File: src/rtl/opb_pkg.sv
package opb_pkg;
  localparam int unsigned NUM_BANKS = 2;

  // Pointer step after a commit or an ACK: toggles only in two-bank mode
  function automatic logic next_bank(input logic cur, input logic two_banks);
    return two_banks ? ~cur : cur;
  endfunction

  // Flat storage slot of byte addr inside the given bank
  function automatic int unsigned slot_index(input logic bank, input int unsigned addr,
                                             input int unsigned depth);
    return (bank ? depth : 0) + addr;
  endfunction

  // Whether a bank holding cnt bytes can take one more
  function automatic logic has_room(input int unsigned cnt, input int unsigned depth);
    return cnt < depth;
  endfunction
endpackage

File: src/rtl/opb_owner_track.sv
module opb_owner_track (
  input  logic       clk,
  input  logic       rst_n,
  input  logic       cfg_valid,
  input  logic       two_banks,
  input  logic       commit_req,
  input  logic       ack_req,
  output logic [1:0] owned,
  output logic       cpu_ptr,
  output logic       bus_ptr,
  output logic       commit_fire,
  output logic       ack_fire
);
  import opb_pkg::*;

  logic [1:0] owned_nxt;

  // A commit only acts on a free bank; an ACK only on a committed head bank
  assign commit_fire = cfg_valid & commit_req & ~owned[cpu_ptr];
  assign ack_fire    = cfg_valid & ack_req & owned[bus_ptr];

  always_comb begin
    owned_nxt = owned;
    if (commit_fire) owned_nxt[cpu_ptr] = 1'b1;
    if (ack_fire)    owned_nxt[bus_ptr] = 1'b0;
  end

  always_ff @(posedge clk or negedge rst_n) begin
    if (!rst_n) begin
      owned   <= '0;
      cpu_ptr <= 1'b0;
      bus_ptr <= 1'b0;
    end else if (!cfg_valid) begin
      owned   <= '0;
      cpu_ptr <= 1'b0;
      bus_ptr <= 1'b0;
    end else begin
      owned <= owned_nxt;
      if (commit_fire) cpu_ptr <= next_bank(cpu_ptr, two_banks);
      if (ack_fire)    bus_ptr <= next_bank(bus_ptr, two_banks);
    end
  end
endmodule

File: src/rtl/opb_bank_store.sv
module opb_bank_store #(
  parameter  int DATA_W = 8,
  parameter  int DEPTH  = 64,
  localparam int AW     = $clog2(DEPTH),
  localparam int CW     = $clog2(DEPTH + 1)
) (
  input  logic                 clk,
  input  logic                 rst_n,
  input  logic                 flush,
  input  logic                 wr_en,
  input  logic                 wr_bank,
  input  logic [DATA_W-1:0]    wr_data,
  input  logic                 rel_en,
  input  logic                 rel_bank,
  input  logic                 rd_bank,
  input  logic [AW-1:0]        rd_addr,
  output logic [DATA_W-1:0]    rd_data,
  output logic [1:0][CW-1:0]   fill
);
  import opb_pkg::*;

  localparam int SLOTS = NUM_BANKS * DEPTH;
  localparam int SW    = $clog2(SLOTS);

  logic [DATA_W-1:0] mem [SLOTS];
  logic [SW-1:0]     wr_slot;
  logic [SW-1:0]     rd_slot;

  assign wr_slot = SW'(slot_index(wr_bank, 32'(fill[wr_bank]), DEPTH));
  assign rd_slot = SW'(slot_index(rd_bank, 32'(rd_addr), DEPTH));
  assign rd_data = mem[rd_slot];

  always_ff @(posedge clk) begin
    if (wr_en) mem[wr_slot] <= wr_data;
  end

  for (genvar b = 0; b < NUM_BANKS; b++) begin : g_fill
    always_ff @(posedge clk or negedge rst_n) begin
      if (!rst_n)
        fill[b] <= '0;
      else if (flush || (rel_en && rel_bank == 1'(b)))
        fill[b] <= '0;
      else if (wr_en && wr_bank == 1'(b))
        fill[b] <= fill[b] + 1'b1;
    end
  end
endmodule

File: src/rtl/opb_txc_flag.sv
module opb_txc_flag (
  input  logic clk,
  input  logic rst_n,
  input  logic flush,
  input  logic set,
  input  logic clr,
  output logic flag
);
  // Set wins over clear in the same cycle
  always_ff @(posedge clk or negedge rst_n) begin
    if (!rst_n)     flag <= 1'b0;
    else if (flush) flag <= 1'b0;
    else if (set)   flag <= 1'b1;
    else if (clr)   flag <= 1'b0;
  end
endmodule

File: src/rtl/outpipe_bank_ctrl.sv
module outpipe_bank_ctrl #(
  parameter  int DATA_W     = 8,
  parameter  int BANK_BYTES = 64,
  localparam int AW         = $clog2(BANK_BYTES),
  localparam int CW         = $clog2(BANK_BYTES + 1)
) (
  input  logic              clk,
  input  logic              rst_n,
  input  logic              cfg_valid,
  input  logic              cfg_two_banks,
  input  logic              cpu_wr_en,
  input  logic [DATA_W-1:0] cpu_wr_data,
  input  logic              cpu_commit,
  input  logic              cpu_txc_clr,
  output logic              bank_free,
  output logic              cpu_bank,
  output logic              tx_done,
  output logic              bus_req,
  output logic              bus_bank,
  output logic [CW-1:0]     bus_len,
  input  logic [AW-1:0]     bus_rd_addr,
  output logic [DATA_W-1:0] bus_rd_data,
  input  logic              bus_ack
);
  import opb_pkg::*;

  logic [1:0]         owned;
  logic               cpu_ptr;
  logic               bus_ptr;
  logic               commit_fire;
  logic               ack_fire;
  logic               write_fire;
  logic               room;
  logic [1:0][CW-1:0] fill;

  opb_owner_track u_own (
    .clk         (clk),
    .rst_n       (rst_n),
    .cfg_valid   (cfg_valid),
    .two_banks   (cfg_two_banks),
    .commit_req  (cpu_commit),
    .ack_req     (bus_ack),
    .owned       (owned),
    .cpu_ptr     (cpu_ptr),
    .bus_ptr     (bus_ptr),
    .commit_fire (commit_fire),
    .ack_fire    (ack_fire)
  );

  // CPU-visible flag follows the bank the CPU pointer selects
  assign bank_free  = cfg_valid & ~owned[cpu_ptr];
  assign room       = has_room(32'(fill[cpu_ptr]), BANK_BYTES);
  assign write_fire = bank_free & cpu_wr_en & ~cpu_commit & room;

  opb_bank_store #(
    .DATA_W (DATA_W),
    .DEPTH  (BANK_BYTES)
  ) u_store (
    .clk      (clk),
    .rst_n    (rst_n),
    .flush    (~cfg_valid),
    .wr_en    (write_fire),
    .wr_bank  (cpu_ptr),
    .wr_data  (cpu_wr_data),
    .rel_en   (ack_fire),
    .rel_bank (bus_ptr),
    .rd_bank  (bus_ptr),
    .rd_addr  (bus_rd_addr),
    .rd_data  (bus_rd_data),
    .fill     (fill)
  );

  opb_txc_flag u_txc (
    .clk   (clk),
    .rst_n (rst_n),
    .flush (~cfg_valid),
    .set   (ack_fire),
    .clr   (cpu_txc_clr),
    .flag  (tx_done)
  );

  assign cpu_bank = cpu_ptr;
  assign bus_bank = bus_ptr;
  assign bus_req  = owned[bus_ptr];
  assign bus_len  = fill[bus_ptr];
endmodule

File: config.mk
export PLATFORM = sky130hd
export DESIGN_NAME = outpipe_bank_ctrl
export DESIGN_NICKNAME = d
export VERILOG_FILES = /design/src/rtl/opb_pkg.sv /design/src/rtl/opb_owner_track.sv /design/src/rtl/opb_bank_store.sv /design/src/rtl/opb_txc_flag.sv /design/src/rtl/outpipe_bank_ctrl.sv
export SDC_FILE = /design/constraint.sdc
export NUM_CORES = 1
export LEC_CHECK = 0
export ABC_AREA = 1
export CORE_ASPECT_RATIO = 0.6
export CORE_UTILIZATION = 49
export CTS_BUF_LIST = sky130_fd_sc_hd__clkbuf_16
export DETAILED_ROUTE_END_ITERATION = 16
export PLACE_DENSITY_LB_ADDON = 0.2
export REMOVE_ABC_BUFFERS = 1
export SLEW_MARGIN = 20
export SYNTH_ARGS = -nofsm -noshare
export SYNTH_HDL_FRONTEND = slang
export SYNTH_SLANG_ARGS = --single-unit
File: constraint.sdc
create_clock -name clk -period 4.69 [get_ports clk]
set_clock_uncertainty 0.05 [all_clocks]
set_input_delay 0.7035 -clock clk [delete_from_list [all_inputs] [get_ports clk]]
set_output_delay 0.7035 -clock clk [all_outputs]
set_load 0.01 [all_outputs]
==> summary.md, run 1 <==
| Metric | Value |
|---|---|
| CP Launch Point | bus_rd_addr[0] |
| Number of diodes | 0 |
| Crit. End Element | output pin |
| Syn Area/Cell | 11.61 um2 |
| Clk_lat worst skew | 670 ps |
| Largest family of logic cells by synthesized area | simple AND/OR/NAND/NOR gates |
| Crit path buffers/inverters | 3 |
| Peak per-stage delay on the critical path | 610 ps |
| CP Cell Sequence | buf_8 -> buf_12 -> nand2_1 -> nand3_1 -> nand3_1 -> nand3_1 -> nand2_1 -> nand2_1 -> nand3_1 -> nand2_1 -> nand2_1 -> nand2_1 -> clkdlybuf4s50_1 |
| DRT iter0 DRCs | 3599 |
| Longest Clk Path Bufs | 3 |
| Fmax | 0.2208 GHz |
| Xor/xnor share of the synthesized area | 0% |
| MaxCap Viol Count | 0 |
| Fin nets | 3752 |
| DPL Wire Length | 66520 um |
| Leak pwr | 17.07 nW |
| Top cell type's share of synthesized area | 71.55% |
| Mapped cell area | 0.04298 mm2 |
| Relative slew slack | 26.46% |
| Adder-cell share of the synthesized area | 0.05823% |
| Ranking of synthesized cells by area | edfxtp_1 72%, nand3_1 11%, nand2_1 11% |
| Setup violations, final | 0 |
| First-pass GRT wire length | 170700 um |
| Power Density | 400.9 mW/mm2 |
| Clk Tree Root Cell | clkbuf_16 |
| Register area share after synthesis | 72.65% |
| Yosys Warn Count | 0 |
| CTS tree | yes |
| Worst R2R Setup Slack | 930 ps |
| Reg2reg path depth | 6 |
| Die width | 384.3 um |
| Tcrit/Tclk final | 96.58% |
| Final GP Congestion | 0.8488 |
| Post-route cell area | 0.04796 mm2 |
| HP Class | flip-flop to flip-flop |
| Largest net degree at the start of global routing | 151 |
| CTS resizes | 0 |
| #FFs+latches synth | 1043 |
| Syn Inst Count | 3702 |
| Num rows | 83 |
| Area delta synth->final | 11.59% |
| Reg-to-reg endpoint | u_store.mem[124][0] |
| CP Class | input port to output pin |
| IO Port Bufs | 41 |
| CP max FO | 150 |
| Core Box Area | 0.08620 mm2 |
| First drt pass iteration count | 6 |
| Drt drc | 0 |
| Setup Fix Bufs, Post-CTS | 0 |
| Fin crit period | 4529 ps |
| Asr flop ratio synth | 1.822% |
| Fillers | 7204 |
| GRT Util Overall | 25.87% |
| Avg WL per Cell | 22.99 um |
| Post-Synth Simple-Gate Area | 23.57% |
| CP Launch Type | input port |
| Synth Flop Type | edfxtp_1 |
| Crit path depth | 13 |
| Post-synthesis compound-gate area fraction | 0.6463% |
| Num CTS Buffers | 93 |
| Finished Layout Cells | 4952 |
| Antenna-violating nets left | 0 |
| Hold_sp | u_txc.flag |
| Antenna violations before repair | 0 |
| Dpl cells | 4780 |
| CTS Hold Bufs | 0 |
| Fraction of layout cells with a size suffix above 1 | 7.989% |
| Clock sink count | 1043 |
| Crit path max-delay family | simple AND/OR/NAND/NOR gates |
| Unique masters post-synth | 38 |
| Final hold vios | 0 |
| Slowest-stage cell, CP | clkdlybuf4s50_1 |
| Crit-path most repeated cell | nand2_1 |
| Max rail drop VDD | 0.0003220 V |
| DIE AREA | 0.08894 mm2 |
| H-tree Lvls | 3 |
| Vias per cell | 5.714 |
| Die Y | 231.4 um |
| Vias after detailed routing | 28300 |
| Critical Path AT | 3780 ps |
| Worst EP required | 3940 ps |
| Reg-to-reg startpoint | u_own.cpu_ptr |
| Leading area contributor after synthesis | edfxtp_1 |
| Placed cell area | 0.04493 mm2 |
| Remaining global-route overflow | 0 |
| Worst Tran Pin Value | 1103 ps |
| Top-level port count | 42 |
| Critical Path End | bus_rd_data[6] |
| Initial Utilization | 49.86% |
| Final Slew Violations | 0 |
| Total Wirelength | 113800 um |
| Number of synthesized flops with an enable pin | 1024 |
| RSZ-0062 raised after global routing | false |
| Mux contribution to synthesized area | 0% |
| Number of global-route vias before repair | 26360 |
| CTS clock-pin slew for the worst setup and hold paths | 70 ps |
| Run status | complete, no violations |
-- where the power goes --
part	internal [mW]	switching [mW]	total (mW)	leakage, nW
clock	4.29	3.43	7.73	1.58
sequential	10.2	0.00758	10.2	9.46
combinational	0.322	0.935	1.26	6.03
-- layer usage --
layer  track usage [%]  up-vias  wire [um]
met1             41.29    13810      53380
li1                  -    13080          -
met2             34.82     1287      46420
met4             5.022        0       1650
met3             7.407      117      12390
met5                 0        -          0
-- cells by family after synthesis --
kind of cell    after synthesis
simple gates               2340
flops                      1043
buf+inv                     273
compound gates               44
fa+ha+maj                     2
-- per-stage QoR --
stage	utilization (%)	worst slack, ps	hold slack [ps]	TNS [ps]	power, mW
2_1_floorplan	-	-1223	357.9	-9780	11.00
3_3_place_gp	52.12	302.7	429.9	0	11.67
3_5_place_dp	52.12	298.2	435.5	0	11.68
4_1_cts	55.64	278.2	448.6	0	19.29
5_1_grt	55.64	0.08660	481.6	0	19.76
6_report	55.64	160.6	448.3	0	19.22
-- placed cells by master (no fill, tap or decap), drive strengths merged --
cell type	n
a21oi	14
a31oi	1
a32o	1
buf	137
bufinv	10
clkbuf	97
clkdlybuf4s50	29
clkinv	37
clkinvlp	2
dfrtp	19
edfxtp	1024
ha	2
inv	64
nand2	1245
nand3	932
nand3b	1
nand4	6
nor2	147
nor3	7
nor3b	1
o21a	1
o21ai	27
or2	1
-- registers in the layout (all words and copies together) (netlist names) --
register       cells
u_own.cpu_ptr      1
u_own.bus_ptr      1
u_store.mem     1024
u_own.owned        2
u_store.fill      14
u_txc.flag         1
-- layout make-up --
type | instances | area, um2 | share of cell area (%)
Inverter | 38 | 188.9 | 0.3940
Multi-Input combinational cell | 2386 | 10430 | 21.76
Clock buffer | 97 | 2427 | 5.061
Sequential cell | 1043 | 31220 | 65.11
Timing Repair Buffer | 166 | 1644 | 3.428
Clock inverter | 75 | 603.1 | 1.258
Tap cell | 1147 | 1435 | 2.993
-- cell usage after synthesis, types with 4 or more instances --
library cell and count:
a21oi_1 10, a21oi_2 4, buf_1 12, buf_2 160, buf_4 13, clkbuf_1 47
dfrtp_1 19, edfxtp_1 1024, inv_1 30, inv_2 4, nand2_1 1239, nand2_2 5
nand3_1 930, nand4_4 4, nor2_1 140, nor2_2 4, nor3_1 6, o21ai_0 18
o21ai_1 6
-- worst min path at each step --
stage | endpoint | slack (ps) | cells past startpoint
after global routing | u_txc.flag | 480 | 1
after global placement | u_txc.flag | 430 | 1
after detailed placement | u_txc.flag | 440 | 1
after floorplan | u_own.bus_ptr | 360 | 0
after CTS | u_txc.flag | 450 | 1
final | u_txc.flag | 450 | 1
Power figures use the tool's default switching activity.
==> run 2, diff against run 1 <==
- CAP_MARGIN: default -> 20
- CTS_BUF_LIST: sky130_fd_sc_hd__clkbuf_16 -> sky130_fd_sc_hd__clkbuf_4 sky130_fd_sc_hd__clkbuf_8
==> run 2 against run 1 <==
Against the previous run: final cell count increased by 1.8%; power decreased by 3.5%; highest routed layer is now met5; via count increased by 0.61%; non-clock buffer count unchanged; largest power group unchanged; design area decreased by 0.41%; register-to-register slack improved by 40 ps.
==> summary.md, run 2 (same netlist as run 1, synthesis figures left out) <==
| Metric | Value |
|---|---|
| Grt peak-use layer | met1 (unchanged) |
| CP Class | input port to output pin (unchanged) |
| Setup violations, final | 0 (unchanged) |
| CTS clock-pin slew for the worst setup and hold paths | 70 ps (about the same) |
| Clk Tree Root Cell | clkbuf_8 (was clkbuf_16) |
| Clock sink count | 1043 (unchanged) |
| Run status | complete, no violations (unchanged) |
| Fin nets | 3809 (was 3752) |
| First-pass GRT wire length | 171400 um (was 170700 um) |
| Most frequent cells in the layout | 1239 x nand2_1, 1024 x edfxtp_1, 930 x nand3_1 (unchanged) |
| Peak per-stage delay on the critical path | 610 ps (about the same) |
| Biggest regs | u_store.mem x1024, u_store.fill x14, u_own.owned x2 (unchanged) |
| Crit-path most repeated cell | nand2_1 (unchanged) |
| Worst EP required | 3940 ps (about the same) |
| IO Port Bufs | 41 (unchanged) |
| Final hold vios | 0 (unchanged) |
| Critical Path AT | 3780 ps (about the same) |
| First drt pass iteration count | 6 (unchanged) |
| Final worst slack | 155.3 ps (was 160.6 ps) |
| Crit path depth | 13 (unchanged) |
| Largest net degree at the start of global routing | 151 (unchanged) |
| Longest Clk Path Bufs | 3 (unchanged) |
| Crit path max-delay family | simple AND/OR/NAND/NOR gates (unchanged) |
| CTS resizes | 0 (unchanged) |
| Fmax | 0.2205 GHz (was 0.2208 GHz) |
| Met3 Track Usage GR | 7.692% (was 7.407%) |
| Antenna-violating nets left | 0 (unchanged) |
| Die Y | 231.4 um (unchanged) |
| Final GP Congestion | 0.8488 (unchanged) |
| Num CTS Buffers | 150 (was 93) |
| H-tree Lvls | 4 (was 3) |
| Reg2reg path depth | 6 (unchanged) |
| Crit path buffers/inverters | 3 (unchanged) |
| CP Launch Type | input port (unchanged) |
| Worst Tran Pin Value | 1085 ps (was 1103 ps) |
| Remaining global-route overflow | 0 (unchanged) |
| Met1 GRT Util | 41.00% (was 41.29%) |
| Initial Utilization | 49.86% (unchanged) |
| Core Box Area | 0.08620 mm2 (unchanged) |
| Crit. End Element | output pin (unchanged) |
| Number of global-route vias before repair | 26870 (was 26360) |
| Slowest-stage cell, CP | clkdlybuf4s50_1 (unchanged) |
| Max rail drop VDD | 0.0002619 V (was 0.0003220 V) |
| RSZ-0062 raised after global routing | false (unchanged) |
| MaxCap Viol Count | 0 (unchanged) |
| Total Wirelength | 114600 um (was 113800 um) |
| Commonest non-fill, non-tap cell in the layout | nand2_1 (unchanged) |
| Fraction of layout cells with a size suffix above 1 | 10.37% (was 7.989%) |
| Met2 Usage GRT | 34.97% (was 34.82%) |
| CTS Hold Bufs | 0 (unchanged) |
| Die width | 384.3 um (unchanged) |
| CTS tree | yes (unchanged) |
| HP Class | input port to async pin (was flip-flop to flip-flop) |
| Final Total Pwr | 18.54 mW (was 19.22 mW) |
| Drt drc | 0 (unchanged) |
| Top-level port count | 42 (unchanged) |
| Dpl ws | 298.2 ps (unchanged) |
| DPL Wire Length | 66520 um (unchanged) |
| Area delta synth->final | 11.13% (was 11.59%) |
| Vias after detailed routing | 28470 (was 28300) |
| Largest register FFs | 1024 (unchanged) |
| CP max FO | 150 (unchanged) |
| Setup Fix Bufs, Post-CTS | 0 (unchanged) |
| Tcrit/Tclk final | 96.69% (was 96.58%) |
| DIE AREA | 0.08894 mm2 (unchanged) |
| Num rows | 83 (unchanged) |
| Most flops, register | u_store.mem (unchanged) |
| Antenna violations before repair | 1 (was 0) |
| Relative slew slack | 27.66% (was 26.46%) |
| Power Density | 388.3 mW/mm2 (was 400.9 mW/mm2) |
| Leak pwr | 17.00 nW (was 17.07 nW) |
| Vias per cell | 5.645 (was 5.714) |
| DRT iter0 DRCs | 3702 (was 3599) |
| CP Cell Sequence | buf_8 -> buf_12 -> nand2_1 -> nand3_1 -> nand3_1 -> nand3_1 -> nand2_1 -> nand2_1 -> nand3_1 -> nand2_1 -> nand2_1 -> nand2_1 -> clkdlybuf4s50_1 (unchanged) |
| Clk_lat worst skew | 830 ps (was 670 ps) |
| Final Slew Violations | 0 (unchanged) |
| GRT Util Overall | 26.07% (was 25.87%) |
| Avg WL per Cell | 22.72 um (was 22.99 um) |
| Fin crit period | 4535 ps (was 4529 ps) |
==> run 2: cell type report <==
type | instances | area, um2
fill | 7289 | 38430
sequential | 1043 | 31220
multi-input combinational | 2386 | 10430
clock buffer | 211 | 2566
timing repair buffer | 166 | 1644
tap | 1147 | 1435
clock inverter | 51 | 266.5
inverter | 38 | 188.9
antenna | 1 | 2.502
==> run 2: path summary, 6_finish.rpt <==
check	from	end	slack [ps]
worst min register to register	u_txc.flag	u_txc.flag	450
min in group clk	cpu_wr_data[4]	u_store.mem[11][4]	370
worst max register to register	u_own.cpu_ptr	u_store.mem[114][0]	970
worst min-delay path	rst_n	u_store.fill[2]	340
max in group asynchronous	rst_n	u_store.fill[8]	3670
worst max-delay path	bus_rd_addr[0]	bus_rd_data[6]	160
==> run 2: per-layer routing <==
metal,vias to the layer above,wire [um]
met3,146,12980
met1,13790,53590
met5,-,13
li1,13190,-
met4,2,1639
met2,1333,46360
==> run 2: stage by stage <==
| stage | util (%) | hold WS [ps] | instance area (um2) | setup TNS [ps] | instances |
|---|---|---|---|---|---|
| 2_1_floorplan | - | 357.9 | 41820 | -9780 | 3467 |
| 3_3_place_gp | 52.12 | 429.9 | 44930 | 0 | 4780 |
| 3_5_place_dp | 52.12 | 435.5 | 44930 | 0 | 4780 |
| 4_1_cts | 55.41 | 301.7 | 47760 | 0 | 5042 |
| 5_1_grt | 55.41 | 371.6 | 47760 | 0 | 5042 |
| 6_report | 55.41 | 344.4 | 47760 | 0 | 5043 |
==> run 2: power by group <==
group          internal (mW)  switching (mW)
registers               10.2         0.00753
logic                  0.322           0.933
clock network           3.58            3.47
total                   14.1            4.41
